--- src/rtl/fec_err_tally.sv ---
module fec_err_tally #(
  parameter int SYM_W  = 5,
  parameter int N_SYM  = 30,
  parameter int K_SYM  = 26,
  parameter int T_CORR = (N_SYM - K_SYM) / 2,
  parameter int LANES  = 1,
  parameter int CNT_W  = 48
) (
  input  logic             clk,
  input  logic             rst_n,
  input  logic             clr,
  input  logic             err_valid,
  input  logic             err_bit,
  input  logic             align,
  output logic [CNT_W-1:0] raw_cnt,
  output logic [CNT_W-1:0] post_cnt,
  output logic [CNT_W-1:0] uncorr_cnt
);
  localparam int BIT_W = $clog2(SYM_W + 1);
  localparam int IDX_W = $clog2(N_SYM + 1);
  localparam int LN_W  = $clog2(LANES + 1);
  localparam int SE_W  = $clog2(T_CORR + 2);
  localparam int CB_W  = $clog2(N_SYM * SYM_W + 1);

  logic             locked, sym_hit;
  logic [BIT_W-1:0] bit_idx;
  logic [IDX_W-1:0] sym_idx;
  logic [LN_W-1:0]  lane;
  logic [SE_W-1:0]  lane_se   [LANES];
  logic [CB_W-1:0]  lane_bits [LANES];

  logic             take, hit, last_bit, last_sym, last_lane, fire, bad, sat;
  logic [BIT_W-1:0] eb;
  logic [IDX_W-1:0] es;
  logic [LN_W-1:0]  el;
  logic [SE_W-1:0]  cur_se, se_next;
  logic [CB_W-1:0]  cur_bits, bits_next;

  assign take      = err_valid && (align || locked);
  assign eb        = align ? '0 : bit_idx;
  assign es        = align ? '0 : sym_idx;
  assign el        = align ? '0 : lane;
  assign hit       = (sym_hit && !align) || err_bit;
  assign last_bit  = eb == BIT_W'(SYM_W - 1);
  assign last_sym  = es == IDX_W'(N_SYM - 1);
  assign last_lane = el == LN_W'(LANES - 1);

  always_comb begin
    cur_se   = '0;
    cur_bits = '0;
    if (!align)
      for (int l = 0; l < LANES; l++)
        if (lane == LN_W'(l)) begin
          cur_se   = lane_se[l];
          cur_bits = lane_bits[l];
        end
  end

  assign sat       = cur_se == SE_W'(T_CORR + 1);
  assign se_next   = (hit && !sat) ? cur_se + SE_W'(1) : cur_se;
  assign bits_next = cur_bits + CB_W'(err_bit);
  assign fire      = take && last_bit && last_sym;
  assign bad       = se_next > SE_W'(T_CORR);

  always_ff @(posedge clk) begin
    if (!rst_n) begin
      locked     <= 1'b0;
      sym_hit    <= 1'b0;
      bit_idx    <= '0;
      sym_idx    <= '0;
      lane       <= '0;
      raw_cnt    <= '0;
      post_cnt   <= '0;
      uncorr_cnt <= '0;
      for (int l = 0; l < LANES; l++) begin
        lane_se[l]   <= '0;
        lane_bits[l] <= '0;
      end
    end else begin
      if (take) begin
        locked  <= 1'b1;
        sym_hit <= last_bit ? 1'b0 : hit;
        bit_idx <= last_bit ? '0 : eb + BIT_W'(1);
        if (last_bit) lane <= last_lane ? '0 : el + LN_W'(1);
        else          lane <= el;
        if (last_bit && last_lane) sym_idx <= last_sym ? '0 : es + IDX_W'(1);
        else                       sym_idx <= es;
        for (int l = 0; l < LANES; l++) begin
          if (el == LN_W'(l)) begin
            if (fire) begin
              lane_se[l]   <= '0;
              lane_bits[l] <= '0;
            end else begin
              lane_bits[l] <= bits_next;
              if (last_bit) lane_se[l] <= se_next;
              else if (align) lane_se[l] <= '0;
            end
          end else if (align) begin
            lane_se[l]   <= '0;
            lane_bits[l] <= '0;
          end
        end
        raw_cnt <= raw_cnt + CNT_W'(err_bit);
        if (fire && bad) begin
          post_cnt   <= post_cnt + CNT_W'(bits_next);
          uncorr_cnt <= uncorr_cnt + CNT_W'(1);
        end
      end
      if (clr) begin
        raw_cnt    <= '0;
        post_cnt   <= '0;
        uncorr_cnt <= '0;
      end
    end
  end
endmodule

--- config.mk ---
export PLATFORM = sky130hd
export DESIGN_NAME = fec_err_tally
export DESIGN_NICKNAME = d
export VERILOG_FILES = /design/src/rtl/fec_err_tally.sv
export SDC_FILE = /design/constraint.sdc
export NUM_CORES = 1
export LEC_CHECK = 0
export ABC_AREA = 1
export CORE_MARGIN = 8
export CORE_UTILIZATION = 43
export CTS_CLUSTER_SIZE = 24
export DETAILED_ROUTE_END_ITERATION = 7
export GPL_TIMING_DRIVEN = 0
export PLACE_DENSITY = 0.65
export SETUP_SLACK_MARGIN = 0.4
export SYNTH_ARGS = -nofsm -noshare
export SYNTH_HDL_FRONTEND = slang
export SYNTH_SLANG_ARGS = --single-unit
--- constraint.sdc ---
create_clock -name clk -period 10.9 [get_ports clk]
set_input_delay 3.27 -clock clk [delete_from_list [all_inputs] [get_ports clk]]
set_output_delay 3.27 -clock clk [all_outputs]
set_load 0.05 [all_outputs]
## Word-level counts from Yosys, hierarchy flattened

Memory sizes are Yosys's and may differ from the RTL's.
Cells that the tools add are included.

| word-level totals | value |
|---|---|
| memories kept | 2 |
| output and inout port bits | 144 |
| bits in writable memories | 10 |
| bits in registers | 155 |
| logic and storage cells | 100 |
| input bits | 6 |

Memories:

| name | depth | width | rd ports | clocked after memory_dff | write ports | line | source |
|---|---|---|---|---|---|---|---|
| lane_bits | 1 | 8 | 1 | 0 | 1 | 30 | `logic [CB_W-1:0] lane_bits [LANES];` |
| lane_se | 1 | 2 | 1 | 0 | 1 | 29 | `logic [SE_W-1:0] lane_se [LANES];` |

| operators by class | value |
|---|---|
| bitwise operators | 2 |
| multiplexer cells | 56 |
| add/sub/neg operators | 8 |
| reductions and logical operators | 20 |
| equality and inequality tests | 3 |
| magnitude comparators | 1 |

Operators by type and width:

| kind | number |
|---|---|
| adder 48 x 1 -> 48 bit | 1 |
| adder 48 x 1 -> 48 bit, second input constant | 1 |
| adder 48 x 8 -> 48 bit | 1 |
| two-way mux 8 bit | 5 |
| two-way mux 1 bit | 39 |
| OR reduction 8 bit | 3 |
| two-way mux 5 bit | 3 |
| two-way mux 2 bit | 7 |
| OR reduction 2 bit | 5 |
| adder 8 x 1 -> 8 bit | 1 |
| logical AND 1 bit | 7 |
| two-way mux 3 bit | 2 |
| adder 5 x 1 -> 5 bit, second input constant | 1 |
| == test 5 bit, second input constant | 1 |
| adder 3 x 1 -> 3 bit, second input constant | 1 |
| == test 3 bit, second input constant | 1 |
| adder 2 x 1 -> 2 bit, second input constant | 1 |
| == test 2 bit, second input constant | 1 |
| > comparator 2 bit, second input constant | 1 |
| logical NOT 1 bit | 2 |
| logical OR 1 bit | 2 |
| NOT 1 bit | 2 |
| AND reduction 2 bit | 1 |
| adder 1 bit, second input constant | 1 |

## Depth between registers and ports, before layout

| logic depth | value |
|---|---|
| depth after elaboration | 14 |
| depth in mapped cells | 24 |
| gate-level depth less buffers | 23 |

## Worst setup path after synthesis

OpenSTA, ideal clock, no wires.

| timing path | value |
|---|---|
| path type | input -> register |
| start point | input align |
| end point | register post_cnt[19] |
| cell stages on the path | 20 |
| data arrival time | 5568 ps |
| library setup time | 128 ps |
| path slack | 5204 ps |
| path buffers | 2 |
| required time | 10772 ps |
| cells stage by stage | buf_6 nor2_1 ha_1 nand2_1 nor2_1 nand4_1 nor2_1 nand2_1 xor2_1 ha_1 nand2_1 nor2_1 nand2_1 nor2_1 nor2_1 nor2_4 buf_6 nand3_1 nand2_1 nor2_1 |

| on the way | value |
|---|---|
| elaborated cells between the ends (all ways) | 23 |
| classes of those cells | add/sub: 3; order compare: 1; eq/ne: 3; mux: 5; reduce/logical: 11 |

RTL lines:

| element | line | source |
|---|---|---|
| start, declared | 14 | `input logic align,` |
| two-way mux 8 bit | 51 | `if (!align)` |
| adder 8 x 1 -> 8 bit | 61 | `assign bits_next = cur_bits + CB_W'(err_bit);` |
| via bits_next[7] | 37 | `logic [CB_W-1:0] cur_bits, bits_next;` |
| adder 48 x 8 -> 48 bit | 105 | `post_cnt <= post_cnt + CNT_W'(bits_next);` |
| end signal, assigned | 105 |  |
| end, declared | 16 | `output logic [CNT_W-1:0] post_cnt,` |

The timed path passes the listed nets, and every way through them passes these cells.
A chain may end at the register's enable or synchronous reset.

## Final worst setup path

| timing path | value |
|---|---|
| start point | input err_bit |
| end point | register post_cnt[37] |

| on the way | value |
|---|---|
| elaborated cells between the ends (all ways) | 8 |
| classes of those cells | add/sub: 2; order compare: 1; mux: 1; reduce/logical: 4 |

RTL lines:

| element | line | source |
|---|---|---|
| start, declared | 13 | `input logic err_bit,` |
| adder 8 x 1 -> 8 bit | 61 |  |
| via bits_next[6] | 37 |  |
| adder 48 x 8 -> 48 bit | 105 |  |

The timed path passes the listed nets, and every way through them passes these cells.

==> results.py <==
metrics = {
    "synth": {
        "synth_most_common_cell": "nand2_1",
        "synth_top_cells_by_count": "nand2_1, nor2_1, inv_1, dfxtp_1, nand3_1",
        "synth_fp_nets": 1819,
        "synth-seq-cells": 165,
        "synth_top_area_share_pct": 29.13,
        "yosysTopAreaCell": "dfxtp_1",
        "yosys_warnings": 0,
        "synth_flop_cell": "dfxtp_1",
        "seq_area_frac_synth_pct": 31.94,
        "synth_edf_count": 10,
        "netlist_instances": 1794,
        "synth_area_um2": 10650,
        "ys_async_sr_fraction_pct": 0,
        "synth_area_leaders": "dfxtp_1, nand2_1, nor2_1",
        "avgSynthCellArea_um2": 5.939,
        "yosysUniqueCellTypes": 39,
    },
    "worst_setup_path": {
        "arrival_ns": 6.55,
        "startpoint_type": "primary input",
        "crit_type": "primary input to flop",
        "r2r_cells": 20,
        "cp.required_ns": 11.23,
        "crit_path_end_kind": "flop",
        "path_max_fanout": 5,
    },
    "clocking": {
        "h-tree-depth": 4,
        "clk_latency_ns": 0.44,
        "ctsResizeCount": 0,
        "ctsHoldBuffers": 0,
        "cts_root_buf": "clkbuf_16",
        "tritoncts": "built",
        "cts_max_path_buffers": 2,
        "cts.sinks": 165,
        "post-cts-setup-buffers": 0,
        "clkTransAtPathRegs_ns": 0.08,
        "cts_buffers": 17,
    },
    "hold_path": {
        "whs_path_depth": 2,
        "hp-class": "flop to flop",
    },
    "timing": {
        "rsz0062_at_grt": "no",
        "fin_ws_ns": 4.680,
        "tightest_slew_ns": 0.8652,
        "whs_ns": 0.4699,
        "fmax_mhz": 160.8,
        "setup_viol": 0,
        "period_needed_ns": 6.220,
        "finalHoldViolCount": 0,
        "fin_worst_skew_ns": 0.01873,
        "maxSlewHeadroom_pct": 42.32,
        "tns_ns": 0,
        "finalCritPeriodShare_pct": 57.07,
        "final_max_slew_viol_count": 0,
    },
    "die": {
        "placeableCoreArea_um2": 24320,
        "die_w_um": 173.4,
        "die_area_um2": 30070,
        "rows": 57,
        "die_y_um": 173.4,
        "io_pins": 150,
        "initial_core_util_pct": 43.81,
    },
    "placed_design": {
        "gp_congestion": 0.9567,
        "dpl.hpwl_um": 29320,
        "dp_cells": 2266,
        "dpl_cell_area_um2": 12540,
        "io_buffers": 148,
        "place_ws_ns": 4.291,
    },
    "finish": {
        "multi_input_area_um2": 6221,
        "area_delta_synth_final_pct": 23.22,
        "instances_no_fill": 2298,
        "drive_above_1_share_pct": 4.255,
        "fin_nets": 1986,
        "diodes": 0,
        "seq_area_um2": 3403,
        "fin_area_um2": 13130,
        "fin_util_pct": 53.98,
        "fillers": 2581,
    },
    "global_route": {
        "grt_max_degree": 17,
        "antenna_found_initial": 0,
        "grt_overflow": 0,
        "grt_pass1_wl_um": 59170,
        "grt_pass1_vias": 11080,
        "grtUsageTotal_pct": 24.24,
    },
    "pwr": {
        "max-vdd-ir-drop_v": 0.00007675,
        "powerDensity_nw_per_um2": 98.00,
        "leakagePower_nw": 4.653,
        "power_mw": 1.286,
    },
    "flow_run": {
        "max_cap_viol_count": 0,
    },
    "detailed_routing": {
        "drc": 0,
        "via_per_inst": 5.107,
        "post_drt_wl_per_cell_um": 16.00,
        "dr.pass1.iters": 5,
        "vias": 11740,
        "drt-initial-drc-count": 931,
        "wl_um": 36770,
        "final_antenna_net_count": 0,
    },
    "status": {
        "status": "finished clean",
    },
}
==> final timing paths <==
kind | start | end | slack, ns
worst max-delay path | err_bit | post_cnt[37]$_SDFFE_PP0P_ | 4.68
worst min-delay path | sym_idx[1]$_SDFFE_PN0P_ | sym_idx[1]$_SDFFE_PN0P_ | 0.47
worst max register to register | lane$_SDFFE_PN0P_ | post_cnt[37]$_SDFFE_PP0P_ | 7.38
worst min register to register | sym_idx[1]$_SDFFE_PN0P_ | sym_idx[1]$_SDFFE_PN0P_ | 0.47
==> registers in the layout (all words and copies together), names as in the netlist <==
register	flops
bit_idx	3
lane	1
raw_cnt	48
uncorr_cnt	48
locked	1
post_cnt	48
lane_se	2
sym_idx	5
sym_hit	1
lane_bits	8
==> worst max-delay path: stages <==
cell and delay, ns:
clkdlybuf4s50_1 0.54, ha_1 0.19, ha_1 0.18, nand3_1 0.10
nor2_1 0.19, nand2_1 0.09, xor2_1 0.21, inv_1 0.08
ha_1 0.36, nand2_1 0.12, nor2_1 0.20, nand3_1 0.14
nand3_1 0.30, nand3_1 0.14, nor2_1 0.25, nand2_1 0.08
nand2_1 0.06, nor2_1 0.05
==> report_power, final <==
part | total [mW] | switching [mW] | leakage (nW) | internal, mW
combinational | 0.0518 | 0.0378 | 3.01 | 0.0140
sequential | 0.614 | 0.00175 | 1.35 | 0.612
clock | 0.621 | 0.285 | 0.287 | 0.336
total | 1.29 | 0.325 | 4.65 | 0.962
==> logic make-up (layout without fill, tap and decap cells) <==
family / count (synthesis) / in the layout / synth area share [%]
AO/OA/AOI/OAI: 150 / 150 / 7.152
AND/OR/NAND/NOR: 1170 / 1170 / 46.06
XOR/XNOR: 35 / 35 / 2.877
buffers and inverters: 255 / 435 / 9.665
adder cells (fa/ha/maj): 19 / 19 / 2.302
flip-flops: 165 / 165 / 31.94
==> layer usage <==
metal  routed length, um  global-route usage, %
met4                 823                  8.193
met2               16490                  39.48
met5                   0                      0
met1               17170                  32.01
met3                2297                  3.964
==> cell usage in the layout, fill, tap and decap left out, drive strengths merged <==
master / instances
nand2: 610
nor2: 351
inv: 225
dfxtp: 155
clkdlybuf4s50: 148
nand3: 101
a21oi: 97
nand4: 58
o21ai: 48
clkbuf: 37
nor3: 28
buf: 20
xnor2: 19
ha: 18
xor2: 16
edfxtp: 10
nor3b: 9
and3: 4
nand3b: 3
and2: 3
clkinv: 3
o211ai: 2
a31oi: 2
or2: 1
a2bb2oi: 1
nor4: 1
nor2b: 1
fa: 1
bufinv: 1
clkinvlp: 1
==> area by class of cell <==
cell class,count,area share [%]
Multi-Input combinational cell,1374,47.39
Sequential cell,165,25.92
Timing Repair Buffer,148,11.28
Inverter,218,6.271
Clock buffer,20,3.479
Tap cell,324,3.088
Buffer,37,1.573
Clock inverter,12,0.9912
Note: power is estimated with default switching activity, not from simulation.
